[src/rtl/nib3w_pkg.sv]
package nib3w_pkg;
  localparam int BYTE_W = 8;
  localparam int NIB_W  = 4;
  // command byte flag positions (decoded by the peripheral)
  localparam int RD_POS = 6;
  localparam int AD_POS = 5;
  localparam int DT_POS = 4;

  typedef enum logic [1:0] {S_IDLE, S_CMD, S_DATA} seq_t;
  typedef enum logic [1:0] {E_IDLE, E_PREP, E_HI, E_LO} eng_t;

  function automatic logic [BYTE_W-1:0] addr_cmd(input logic rd, input logic [NIB_W-1:0] a);
    logic [BYTE_W-1:0] b;
    b = '0;
    b[NIB_W-1:0] = a;
    b[AD_POS] = 1'b1;
    b[RD_POS] = rd;
    return b;
  endfunction

  function automatic logic [BYTE_W-1:0] data_cmd(input logic [NIB_W-1:0] d);
    logic [BYTE_W-1:0] b;
    b = '0;
    b[NIB_W-1:0] = d;
    b[DT_POS] = 1'b1;
    return b;
  endfunction
endpackage

[src/rtl/nib3w_timer.sv]
module nib3w_timer #(
  parameter int HALF_CYC = 175
) (
  input  logic clk,
  input  logic rst_n,
  input  logic run,
  output logic expire
);
  localparam int CW = (HALF_CYC < 2) ? 1 : $clog2(HALF_CYC);

  logic [CW-1:0] cnt;

  assign expire = run && (cnt == CW'(HALF_CYC - 1));

  always_ff @(posedge clk) begin
    if (!rst_n)               cnt <= '0;
    else if (!run || expire)  cnt <= '0;
    else                      cnt <= cnt + 1'b1;
  end
endmodule

[src/rtl/nib3w_byte_io.sv]
module nib3w_byte_io
  import nib3w_pkg::*;
#(
  parameter int HALF_CYC = 175
) (
  input  logic              clk,
  input  logic              rst_n,
  input  logic              go,
  input  logic              go_rd,
  input  logic [BYTE_W-1:0] go_byte,
  input  logic              din,
  output logic              scl,
  output logic              dout,
  output logic              oe,
  output logic              done,
  output logic [NIB_W-1:0]  rx_nib
);
  localparam int BW = $clog2(BYTE_W);

  eng_t              st;
  logic [BYTE_W-1:0] tx;
  logic [BYTE_W-1:0] rx;
  logic [BW-1:0]     bitn;
  logic              rd;
  logic              expire;

  nib3w_timer #(.HALF_CYC(HALF_CYC)) u_timer (
    .clk(clk), .rst_n(rst_n),
    .run(st == E_HI || st == E_LO),
    .expire(expire)
  );

  assign rx_nib = rx[NIB_W-1:0];

  always_ff @(posedge clk) begin
    if (!rst_n) begin
      st <= E_IDLE; scl <= 1'b1; dout <= 1'b0; oe <= 1'b0; done <= 1'b0;
      tx <= '0; rx <= '0; bitn <= '0; rd <= 1'b0;
    end else begin
      done <= 1'b0;
      case (st)
        E_IDLE: if (go) begin
          tx <= go_byte; dout <= go_byte[BYTE_W-1]; rd <= go_rd;
          bitn <= '0; st <= E_PREP;
        end
        E_PREP: begin
          oe <= !rd;
          st <= E_HI;
        end
        E_HI: if (expire) begin
          scl <= 1'b0;
          if (rd) rx <= {rx[BYTE_W-2:0], din};
          st <= E_LO;
        end
        E_LO: if (expire) begin
          scl <= 1'b1;
          if (bitn == BW'(BYTE_W - 1)) begin
            oe <= 1'b0; done <= 1'b1; st <= E_IDLE;
          end else begin
            bitn <= bitn + 1'b1;
            tx   <= {tx[BYTE_W-2:0], 1'b0};
            dout <= tx[BYTE_W-2];
            st   <= E_HI;
          end
        end
        default: st <= E_IDLE;
      endcase
    end
  end


  oe_after_data_chk: assert property (@(posedge clk) disable iff (!rst_n)
    $rose(oe) |-> $stable(dout));

  dout_hold_low_chk: assert property (@(posedge clk) disable iff (!rst_n)
    !scl |-> $stable(dout));

  done_edge_chk: assert property (@(posedge clk) disable iff (!rst_n)
    done |-> (scl && !oe && !$past(scl)));
endmodule

[src/rtl/nib3w_master.sv]
module nib3w_master
  import nib3w_pkg::*;
#(
  parameter int CLK_HZ  = 250_000_000,
  parameter int HALF_NS = 700
) (
  input  logic             clk,
  input  logic             rst_n,
  input  logic             req_valid,
  output logic             req_ready,
  input  logic             req_write,
  input  logic [NIB_W-1:0] req_addr,
  input  logic [NIB_W-1:0] req_wdata,
  output logic             busy,
  output logic             rsp_valid,
  output logic [NIB_W-1:0] rsp_rdata,
  output logic             ser_clk,
  output logic             ser_dout,
  output logic             ser_oe,
  input  logic             ser_din
);
  localparam longint PROD   = longint'(CLK_HZ) * longint'(HALF_NS);
  localparam int     HC_RAW = int'((PROD + 64'd999_999_999) / 64'd1_000_000_000);
  localparam int     HALF_CYC = (HC_RAW < 1) ? 1 : HC_RAW;

  seq_t              st;
  logic              lat_write;
  logic [NIB_W-1:0]  lat_addr;
  logic [NIB_W-1:0]  lat_wdata;
  logic              eng_go, eng_rd, eng_done;
  logic [BYTE_W-1:0] eng_byte;
  logic [NIB_W-1:0]  eng_rx;

  assign busy      = (st != S_IDLE);
  assign req_ready = !busy;

  always_comb begin
    eng_go   = 1'b0;
    eng_rd   = 1'b0;
    eng_byte = '0;
    if (st == S_IDLE) begin
      eng_go   = req_valid;
      eng_byte = addr_cmd(!req_write, req_addr);
    end else if (st == S_CMD) begin
      eng_go   = eng_done;
      eng_rd   = !lat_write;
      eng_byte = lat_write ? data_cmd(lat_wdata) : '0;
    end
  end

  nib3w_byte_io #(.HALF_CYC(HALF_CYC)) u_eng (
    .clk(clk), .rst_n(rst_n),
    .go(eng_go), .go_rd(eng_rd), .go_byte(eng_byte),
    .din(ser_din),
    .scl(ser_clk), .dout(ser_dout), .oe(ser_oe),
    .done(eng_done), .rx_nib(eng_rx)
  );

  always_ff @(posedge clk) begin
    if (!rst_n) begin
      st <= S_IDLE; lat_write <= 1'b0; lat_addr <= '0; lat_wdata <= '0;
      rsp_valid <= 1'b0; rsp_rdata <= '0;
    end else begin
      rsp_valid <= 1'b0;
      case (st)
        S_IDLE: if (req_valid) begin
          lat_write <= req_write; lat_addr <= req_addr; lat_wdata <= req_wdata;
          st <= S_CMD;
        end
        S_CMD: if (eng_done) st <= S_DATA;
        S_DATA: if (eng_done) begin
          rsp_valid <= 1'b1;
          if (!lat_write) rsp_rdata <= eng_rx;
          st <= S_IDLE;
        end
        default: st <= S_IDLE;
      endcase
    end
  end


  idle_lines_chk: assert property (@(posedge clk) disable iff (!rst_n)
    !busy |-> (ser_clk && !ser_oe));

  rsp_pulse_chk: assert property (@(posedge clk) disable iff (!rst_n)
    rsp_valid |=> !rsp_valid);

  busy_ignore_chk: assert property (@(posedge clk) disable iff (!rst_n)
    (req_valid && !req_ready) |=> ($stable(lat_addr) && $stable(lat_write) && $stable(lat_wdata)));

  rsp_idle_chk: assert property (@(posedge clk) disable iff (!rst_n)
    rsp_valid |-> !busy);
endmodule

[config.mk]
export PLATFORM = sky130hd
export DESIGN_NAME = nib3w_master
export DESIGN_NICKNAME = d
export VERILOG_FILES = /design/src/rtl/nib3w_pkg.sv /design/src/rtl/nib3w_timer.sv /design/src/rtl/nib3w_byte_io.sv /design/src/rtl/nib3w_master.sv
export SDC_FILE = /design/constraint.sdc
export NUM_CORES = 1
export LEC_CHECK = 0
export ABC_AREA = 1
export BUFFER_PORTS_ARGS = -buffer_cell sky130_fd_sc_hd__buf_2
export CORE_MARGIN = 2
export CORE_UTILIZATION = 44
export CTS_BUF_LIST = sky130_fd_sc_hd__clkbuf_2
export CTS_CLUSTER_DIAMETER = 50
export DETAILED_ROUTE_END_ITERATION = 12
export PLACE_DENSITY_LB_ADDON = 0.2
export SLEW_MARGIN = 0
export SYNTH_ARGS = -nofsm -noshare
export SYNTH_HDL_FRONTEND = slang
export SYNTH_SLANG_ARGS = --single-unit
[constraint.sdc]
create_clock -name clk -period 1.75 [get_ports clk]
set_input_delay 0.35 -clock clk [delete_from_list [all_inputs] [get_ports clk]]
set_output_delay 0.35 -clock clk [all_outputs]
set_load 0.03 [all_outputs]
Word-level counts from Yosys, hierarchy flattened. Index checks and enable logic that the tools add are counted.

Shifts and indexed selects: 0. Muxes and demuxes: 36. Bitwise gates (word level): 2. Reduce and logical (&&, ||, !) cells: 26. Divide/modulo/power cells: 0. Multiply operators: 0. Eq/ne operators: 15. Magnitude comparators: 0. Add/sub/neg operators: 2.

Operators by type and width (number): two-way mux 7 bit (4); AND reduction 3 bit (7); two-way mux 2 bit (7); case mux 7 bit (2 select lines) (1); two-way mux 1 bit (13); inequality test 2 bit, second input constant (6); two-way mux 5 bit (2); two-way mux 3 bit (3); adder 8 x 1 -> 8 bit, second input constant (1); == test 8 bit, second input constant (1); case mux 2 bit (4 select lines) (1); nonzero test 2 bit (4); == test 2 bit, second input constant (3); case mux 1 bit (2 select lines) (3); case mux 2 bit (3 select lines) (1); case mux 3 bit (2 select lines) (1); AND reduction 2 bit (3); logical NOT 1 bit (5); == test 2 x 1 -> 1 bit, second input constant (2); logical NOT 2 bit (2); inequality test 2 x 1 -> 1 bit, second input constant (2); AND reduction 4 bit (1); adder 3 x 1 -> 3 bit, second input constant (1); == test 3 bit, second input constant (1); other kinds (4) (6).

Register bits: 41. Bits in latches: 0. Memory bits (read-only): 0. Memories kept: 0. Output and inout port bits: 10. Bits in writable memories: 0.

Logic depth before layout (Yosys ltp). Gate-level depths: netlist of run 1.

Word-level depth: 5. Depth in mapped cells: 10. Gate-level depth less buffers: 9.

By module. Synthesis of run 1 repeated with hierarchy kept, for this count alone.

Cells, all modules: 306. Area total of the unflattened synthesis: 2045.7 sq um.

By module, submodules not included: nib3w_byte_io (times used 1, cells each 158, area each 1057.3 sq um); nib3w_master (times used 1, cells each 93, area each 590.6 sq um); nib3w_timer (times used 1, cells each 55, area each 397.9 sq um).

Worst setup path before layout of run 1. No wires, ideal clock.

Path type: register -> register. Start point: reg u_eng.u_timer.cnt[0]. End point: reg u_eng.dout. Stages on the path, launching flop included: 10. Setup slack: 359 ps. Library setup time: 114 ps. Clock period less this slack: 1391 ps. Arrival time: 1278 ps. Data required time: 1636 ps. Cells stage by stage: dfxtp_1 > inv_1 > ha_1 > nand2_1 > nor2_1 > nand2_2 > nand2_4 > buf_4 > a21oi_2 > nor2_2.

Word-level cells in the longest chain between the ends: 4.

Ends and longest elaborated chain: start: declaration (line nib3w_timer.sv:11) `logic [CW-1:0] cnt;`; start signal: assignment (line nib3w_timer.sv:18) `else cnt <= cnt + 1'b1;`; == test 8 bit (line nib3w_timer.sv:13) `assign expire = run && (cnt == CW'(HALF_CYC - 1));`; logical AND 1 bit (line nib3w_timer.sv:13); inequality test 2 bit (no line); AND reduction 4 bit (no line); end signal: assignment (line nib3w_byte_io.sv:43) `tx <= go_byte; dout <= go_byte[BYTE_W-1]; rd <= go_rd;`; end signal: assignment (line nib3w_byte_io.sv:62) `dout <= tx[BYTE_W-2];`; end: declaration (line nib3w_byte_io.sv:13) `output logic dout,`.

Every way passes these cells. A chain may end at the register's enable or synchronous reset.

Final worst setup path of run 1.
Start point: reg st[1]. End point: out busy.

Word-level cells in the longest chain between the ends: 1.

Ends and longest elaborated chain: start: declaration (line nib3w_master.sv:26) `seq_t st;`; start signal: assignment (line nib3w_master.sv:61) `st <= S_IDLE; lat_write <= 1'b0; lat_addr <= '0; lat_wdata <= '0;`; start signal: assignment (line nib3w_master.sv:68) `st <= S_CMD;`; start signal: assignment (line nib3w_master.sv:70) `S_CMD: if (eng_done) st <= S_DATA;`; nonzero test 2 bit (line nib3w_master.sv:34) `assign busy = (st != S_IDLE);`; end: declaration (line nib3w_master.sv:14) `output logic busy,`.

Every way passes these cells.

==> impl_metrics.toml, run 1 <==
[clocking]
clock_path_buffers = 2
clock_latency_ns = 0.40
numCtsBuffers = 5
cts_root_buf = "clkbuf_2"
cts_tree = "built"
cts.sinks = 41
htreeDepth = 2
path_clk_slew_ns = 0.21
cts_setup_buffers = 0

[critical_path]
cp.required_ns = 1.40
path_class = "register to primary output"
worstSetupStartpointType = "register"
worstSetupEndpointType = "primary output"
worstPathArrival_ns = 1.31
r2r_cells = 8
crit_fanout = 8

[power_and_ir_drop]
p_per_area_nw_per_um2 = 982.1
p_leak_nw = 0.9801
ir_drop_mv = 0.6793
power_mw = 2.187

[floorplanning]
die-area_um2 = 5340
fp.dieW_um = 73.08
start_util = 0.4505
core_um2 = 4661
io_pins = 23
fp.dieH_um = 73.08
num_rows = 25

[logic_synthesis]
syn_area_per_cell_um2 = 7.923
ys_seq_elements = 41
synthCells = 265
yosysTopAreaCell = "dfxtp_1"
synth.top_cell.area_share = 0.3909
synth_area_leaders = "dfxtp_1, nand2_1, nor2_1"
synth_warnings = 0
synth_area_um2 = 2100
synthesis.nets = 282
ys_seq_area_frac = 0.3909
synth_cell_type_count = 38

[global_route]
antenna_found_initial = 0
grt_max_degree = 25
grt_pass1_vias = 1480
grt-ovfl-total = 0
grt_pass1_wl_um = 6230
grt_use_total = 0.1484

[sta]
fin_crit_sh = 0.9479
fin_tns_setup_ns = 0
slew_headroom = 0.7523
hold_ws_ns = 0.1591
setup_violations = 0
drv_slew = 0
fmax_mhz = 602.8
hold_viol = 0
period_minus_slack_ns = 1.659
rsz0062_at_grt = "yes"
worstMarginPinSlew_ns = 0.3712
skew_ns = 0.02799

[hold_path]
hold_depth = 2
hp-class = "primary input to register"

[detailed_routing]
viasPerCell = 4.844
drtIter0Drc = 57
drc = 0
wire_per_inst_um = 10.89
wl_um = 3702
firstDrtPassIters = 4
vias = 1647
ant_nets = 0

[finish]
final_common_cell = "nand2_1"
fill_cells = 494
stdcell_area_um2 = 2227
diodes = 0
drive_gt1_frac = 0.2727
layout_common_cells = "nand2_1, dfxtp_1, nor2_1"
nNetsFinal = 303
area_delta_synth_final_pct = 6.079

[run]
max_cap_viol_count = 0

[placement]
routabilityCongestion = 0.7656
hpwl_um = 2668
port_buffers = 22
placed_area_um2 = 2192

[run_status]
status = "complete, no violations"
==> worst max-delay path: stages (launching register included) <==
cell	delay [ns]
dfxtp_1	0.54
nor2_8	0.09
inv_1	0.09
buf_2	0.20
==> routing by layer <==
layer / wire (µm) / part of all wire / track usage / up-vias
li1: - / - / - / 899
met1: 1869 / 0.50 / 0.1863 / 726
met2: 1656 / 0.45 / 0.2402 / 16
met3: 109 / 0.029 / 0.03453 / 6
met4: 68 / 0.018 / 0.06790 / 0
met5: 0 / 0 / 0 / -
==> cell families after synthesis <==
family,after synthesis,synth area share
compound gates,39,0.1156
flops,41,0.3909
simple gates,147,0.3761
buf+inv,34,0.09356
fa+ha+maj,4,0.02384
==> synthesized netlist by cell type (all sizes together) <==
master / instances
a21oi: 25
a31oi: 1
and2: 1
and3: 1
buf: 10
clkbuf: 1
dfxtp: 41
ha: 4
inv: 23
nand2: 58
nand3: 23
nand3b: 1
nand4: 5
nor2: 49
nor3: 5
nor3b: 1
nor4: 1
o211ai: 1
o21ai: 11
o31ai: 1
or2: 2
==> flip-flops by register name, indices dropped and copies added (netlist names) <==
register	cells
u_eng.rd	1
rsp_rdata	4
u_eng.tx	7
rsp_valid	1
u_eng.st	2
u_eng.done	1
lat_wdata	4
u_eng.scl	1
st	2
u_eng.dout	1
u_eng.bitn	3
u_eng.oe	1
u_eng.u_timer.cnt	8
lat_write	1
u_eng.rx	4
==> final cells by class <==
class | instances | area (µm²) | area share
clock buffer | 6 | 30.03 | 0.01348
inverter | 23 | 88.84 | 0.03989
sequential | 41 | 822.0 | 0.3691
clock inverter | 1 | 3.754 | 0.001685
timing repair buffer | 25 | 132.6 | 0.05955
multi-input combinational | 190 | 1082 | 0.4860
tap | 54 | 67.56 | 0.03034
==> path summary, 6_finish.rpt <==
kind / to / slack (ns) / startpoint
max: busy / 0.09 / st[1]$_SDFFE_PN0P_
min: u_eng.scl$_SDFFE_PN1P_ / 0.16 / rst_n
max reg2reg: u_eng.bitn[2]$_SDFFE_PN0P_ / 0.10 / u_eng.u_timer.cnt[1]$_SDFF_PP0_
min reg2reg: rsp_rdata[3]$_SDFFE_PN0P_ / 0.43 / u_eng.rx[3]$_SDFFE_PN0P_
==> power by group <==
| group | leakage (nW) | switching, mW | internal [mW] |
|---|---|---|---|
| clock network | 0.0265 | 0.296 | 0.0932 |
| logic | 0.619 | 0.404 | 0.249 |
| registers | 0.335 | 0.102 | 1.04 |
==> timing repair <==
action | in CTS | in global routing
hold buffers | 0 | 0
hold endpoints to repair | 0 | 0
resized for setup | 1 | 0
setup endpoints to repair | 1 | 10
==> stage by stage <==
stage / setup WS [ns] / cells / utilization
after global placement: 0.1862 / 333 / 0.4703
after detailed placement: 0.1556 / 333 / 0.4703
after global routing: -0.05064 / 340 / 0.4779
after floorplan: 0.3587 / 265 / -
after CTS: 0.06257 / 340 / 0.4779
final: 0.09110 / 340 / 0.4779
No activity file was read; power rests on OpenSTA's default activity.
==> run 2: changes to the inputs <==
CTS_BUF_LIST = sky130_fd_sc_hd__clkbuf_4 sky130_fd_sc_hd__clkbuf_8   (was sky130_fd_sc_hd__clkbuf_2)
clock period = 1.6 ns   (was 1.75 ns; I/O delays follow)
==> run 2 against run 1 <==
  * Global-route usage grew 0.94 points
  * Clock skew shrank 0.021 ns
  * Die area is the same
  * First-iteration DRC count shrank 18%
  * Register-to-register slack gained 0.05 ns
  * Clock-buffer cell count shrank 1
  * Critical path depth is the same
  * Sequential cell count is the same
  * Cell area grew 6.1%
  * Utilization grew 2.9 points
  * Final cell count grew 2.1%
  * Sequential share of layout area shrank 2.1 points
  * Largest power group unchanged
==> impl_metrics.toml, run 2 (same netlist as run 1, synthesis figures left out) <==
[sta]
fin_tns_setup_ns = 0
fmax_mhz = 659.8
slew_headroom = 0.7769
worstMarginPinSlew_ns = 0.3336
period_minus_slack_ns = 1.516
fin_crit_sh = 0.9473
rsz0062_at_grt = "no"
setup_violations = 0
skew_ns = 0.006799
hold_viol = 0
drv_slew = 0

[finish]
drive_gt1_frac = 0.2969
multi_input_area_um2 = 1096
diodes = 0
stdcell_area_um2 = 2364
final_common_cell = "nand2_1"
largest_register_ff_count = 8
fill_cells = 472
ff_latch_area_um2 = 822.0
nNetsFinal = 309
fin_util = 0.5071
top_register = "u_eng.u_timer.cnt"
area_delta_synth_final_pct = 12.57
reg.largest.list = "u_eng.u_timer.cnt (8), u_eng.tx (7)"
layout_common_cells = "nand2_1, dfxtp_1, nor2_1"

[critical_path]
cpPeakStageDelay_ns = 0.50
worstSetupStartpointType = "register"
rr_endpoint = "u_eng.tx[2]$_SDFFE_PN0P_"
path_class = "register to primary output"
r2r_setup_slack_ns = 0.15
cp.required_ns = 1.28
cp_slowest_cell = "dfxtp_1"
rr_startpoint = "u_eng.bitn[0]$_SDFFE_PN0P_"
worstSetupEndpointType = "primary output"
worstPathArrival_ns = 1.20
r2r_cells = 8
cp_cell_sequence = "nor2_8 > inv_1 > buf_2"
crit_fanout = 8

[run]
max_cap_viol_count = 0

[floorplanning]
die-area_um2 = 5340
io_pins = 23
num_rows = 25
fp.dieW_um = 73.08
fp.dieH_um = 73.08
start_util = 0.4505
core_um2 = 4661

[detailed_routing]
drtIter0Drc = 47
wire_per_inst_um = 11.23
firstDrtPassIters = 4
viasPerCell = 4.873
wl_um = 3898
drc = 0
ant_nets = 0
vias = 1691

[clocking]
cts_setup_buffers = 0
cts_root_buf = "clkbuf_8"
postCtsResizedCells = 0
cts.sinks = 41
clock_path_buffers = 2
ctsHoldBuffers = 0
path_clk_slew_ns = 0.08
htreeDepth = 2
cts_tree = "built"
numCtsBuffers = 5
clock_latency_ns = 0.30

[hold_path]
min_from = "ser_din"
hold_depth = 3
hp-class = "primary input to register"
holdPathEnd = "u_eng.rx[0]$_SDFFE_PN0P_"

[global_route]
grt-ovfl-total = 0
grt_use_total = 0.1578
grt_pass1_wl_um = 6679
antenna_found_initial = 0
grt_pass1_vias = 1504
grt_max_degree = 25

[power_and_ir_drop]
p_per_area_nw_per_um2 = 1157
power_mw = 2.734
p_leak_nw = 1.042
ir_drop_mv = 0.5152

[placement]
routabilityCongestion = 0.7570
hpwl_um = 2811
placed_area_um2 = 2262
port_buffers = 22

[run_status]
status = "complete, no violations"
-- run 2: cell count changes in the layout (fill, tap and decap cells not counted), moves of 2 or more --
cell      before  now
buf_12         0    2
buf_4          3    7
clkbuf_2       6    0
clkbuf_8       0    5
clkinv_2       0    2
-- run 2: worst max path at each step --
stage,start,end,cells past startpoint
floorplan,u_eng.u_timer.cnt[0]$_SDFF_PP0_,u_eng.dout$_SDFFE_PN0P_,9
global placement,u_eng.bitn[0]$_SDFFE_PN0P_,u_eng.tx[1]$_SDFFE_PN0P_,8
detailed placement,u_eng.bitn[0]$_SDFFE_PN0P_,u_eng.tx[2]$_SDFFE_PN0P_,8
CTS,u_eng.bitn[0]$_SDFFE_PN0P_,u_eng.tx[2]$_SDFFE_PN0P_,8
global route,st[0]$_SDFFE_PN0P_,busy,3
finish,st[0]$_SDFFE_PN0P_,busy,3
-- run 2: stage by stage --
step | worst slack, ns | hold WS [ns] | std cells
finish | 0.08438 | 0.2385 | 347
global route | 0.01405 | 0.2644 | 347
global placement | 0.1314 | 0.4433 | 339
detailed placement | 0.08223 | 0.4498 | 339
floorplan | 0.2087 | 0.4306 | 265
CTS | 0.06588 | 0.2334 | 347
-- run 2: cell type report --
cell class	instances	area share
tap	54	0.02859
clock inverter	3	0.007411
inverter	23	0.03759
multi-input combinational	190	0.4637
timing repair buffer	31	0.08576
clock buffer	5	0.02912
sequential	41	0.3478
-- run 2: metal layers --
layer  share of wire  up-vias  wire [µm]  global-route usage
li1                -      915          -                   -
met1            0.50      758       1964              0.2146
met2            0.46       13       1776              0.2442
met3           0.026        5        100             0.04144
met4           0.015        0         57             0.04938
met5               0        -          0                   0
-- run 2: power by group --
group	total, mW	internal [mW]	switching [mW]
Sequential	1.24	1.14	0.0943
Combinational	0.820	0.333	0.487
Clock	0.679	0.301	0.377
-- run 2: worst max-delay path: cells and delay by family, from the launching register on --
| kind | cells | cell delay [ns] |
|---|---|---|
| buffers and inverters | 2 | 0.29 |
| and+or+nand+nor | 1 | 0.11 |
| DFF | 1 | 0.50 |
==> run 3: changes to the inputs <==
CORE_ASPECT_RATIO = 0.75   (was default)
==> run 3 against run 2 <==
  * Register-to-register slack worse by 0.02 ns
  * Clock-buffer cell count did not move
  * Largest cell class unchanged
  * Global-route usage grew 0.21 points
  * Clock power grew 47%
  * Combinational power down 2%
  * Non-clock buffer count shrank 1
  * First-iteration DRC count up 130%
  * Utilization is 2.3 points higher
  * Routed wire length increased by 2.0%
  * Power rose by 11%
  * Sequential cell count is the same
  * Critical path depth unchanged
  * Critical endpoint unchanged
==> impl_metrics.toml, run 3 (same netlist as run 1, synthesis figures left out) <==
[run_status]
status = "complete, no violations"

[clocking]
cts_root_buf = "clkbuf_8"
htreeDepth = 2
clock_path_buffers = 2
clock_latency_ns = 0.29
cts.sinks = 41
cts_tree = "built"
ctsHoldBuffers = 0
path_clk_slew_ns = 0.08
numCtsBuffers = 5

[power_and_ir_drop]
ir_drop_mv = 0.6141
swShare = 0.3145
switchingPower_mw = 0.9563
p_per_area_nw_per_um2 = 1271
p_int_mw = 2.085
p_clk_frac = 0.328
pwr-share-seq = 0.408
power_frac_comb = 0.264
p_leak_nw = 1.055

[placement]
post-place-ws_ns = 0.08309
routabilityCongestion = 0.7582
hpwl_um = 2874
dp_cells = 341
port_buffers = 22

[global_route]
grt_pass1_vias = 1420
grt_max_degree = 25
grt-ovfl-total = 0
grt_pass1_wl_um = 6775
grt_use_total = 0.1598
antenna_found_initial = 0

[sta]
fin_tns_setup_ns = 0
setup_violations = 0
hold_viol = 0
skew_ns = 0.008445
fmax_mhz = 681.0
period_minus_slack_ns = 1.469
rsz0062_at_grt = "no"
drv_slew = 0
fin_ws_ns = 0.1315
worstMarginPinSlew_ns = 0.3735
slew_headroom = 0.7503
fin_crit_sh = 0.9178

[hold_path]
hold_depth = 3
hp-class = "primary input to register"

[floorplanning]
num_rows = 21
die-area_um2 = 5346
fp.dieH_um = 63.82
io_pins = 23
fp.dieW_um = 83.77
core_um2 = 4519
start_util = 0.4646

[critical_path]
worstSetupStartpointType = "register"
path_class = "register to primary output"
r2r_cells = 8
worstSetupEndpointType = "primary output"
crit_fanout = 8
worstPathArrival_ns = 1.15
cp.required_ns = 1.28
r2r_setup_slack_ns = 0.13

[detailed_routing]
firstDrtPassIters = 4
vias = 1657
ant_nets = 0
wl_um = 3975
drc = 0
viasPerCell = 4.748
wire_per_inst_um = 11.39
drtIter0Drc = 110

[finish]
drive_gt1_frac = 0.2911
ff_latch_area_um2 = 822.0
reg.largest.list = "u_eng.u_timer.cnt (8), u_eng.tx (7)"
top_register = "u_eng.u_timer.cnt"
nNetsFinal = 308
multi_input_area_um2 = 1091
final_cells = 349
fill_cells = 460
diodes = 0
final_common_cell = "nand2_1"
layout_common_cells = "nand2_1, dfxtp_1, nor2_1"
largest_register_ff_count = 8
area_delta_synth_final_pct = 14.00

[run]
max_cap_viol_count = 0
## run 3: cell count changes in the layout (fill, tap and decap cells not counted)
cell and change:
buf_12 -1, bufinv_16 +2, clkinv_2 -2, clkinvlp_4 -1, inv_6 +1, nand3_1 +1
nand3_2 -1
## run 3: layout make-up
class	count	share of cell area
clock buffers	5	0.02875
clock inverters	3	0.02875
inverters	23	0.03711
multi-input cells	190	0.4558
flip-flops and latches	41	0.3434
well taps	57	0.02980
repair buffers	30	0.07632
## run 3: per-layer routing
layer  GRT usage  vias up  part of all wire
li1            -      911                 -
met1      0.2398      717              0.56
met2      0.2150       24              0.39
met3     0.04393        5             0.041
met4     0.06048        0            0.0096
met5           0        -                 0
## run 3: metrics by stage
stage	cell area [µm²]	util	power (mW)	hold WS, ns
after floorplan	2100	-	1.958	0.4306
after detailed placement	2246	0.4970	2.055	0.4427
after CTS	2384	0.5274	3.069	0.2393
final	2394	0.5296	3.041	0.2518
after global placement	2246	0.4970	2.044	0.4446
after global routing	2394	0.5296	3.240	0.2675
## run 3: what timing repair did
action	4_1_cts	5_1_grt
setup buffers	0	0
endpoints found under the setup margin	0	12
gates resized for setup	0	2
## run 3: power by group through the flow
| stage | registers, mW | logic, mW | clock network [mW] |
|---|---|---|---|
| finish | 1.24 | 0.802 | 0.999 |
| global route | 1.26 | 0.901 | 1.08 |
| CTS | 1.24 | 0.796 | 1.03 |
| detailed placement | 1.26 | 0.791 | 0 |
| global placement | 1.26 | 0.784 | 0 |
| floorplan | 1.26 | 0.698 | 0 |
## run 3: final timing paths
check | to | start
max | busy | st[1]$_SDFFE_PN0P_
min | u_eng.rx[0]$_SDFFE_PN0P_ | ser_din
min reg2reg | rsp_rdata[3]$_SDFFE_PN0P_ | u_eng.rx[3]$_SDFFE_PN0P_
max reg2reg | u_eng.tx[2]$_SDFFE_PN0P_ | u_eng.bitn[0]$_SDFFE_PN0P_
## run 3: worst max-delay path, stage by stage (launching register included)
cell and delay (ns):
dfxtp_1 0.51, nor2_8 0.09, inv_1 0.08, buf_2 0.19
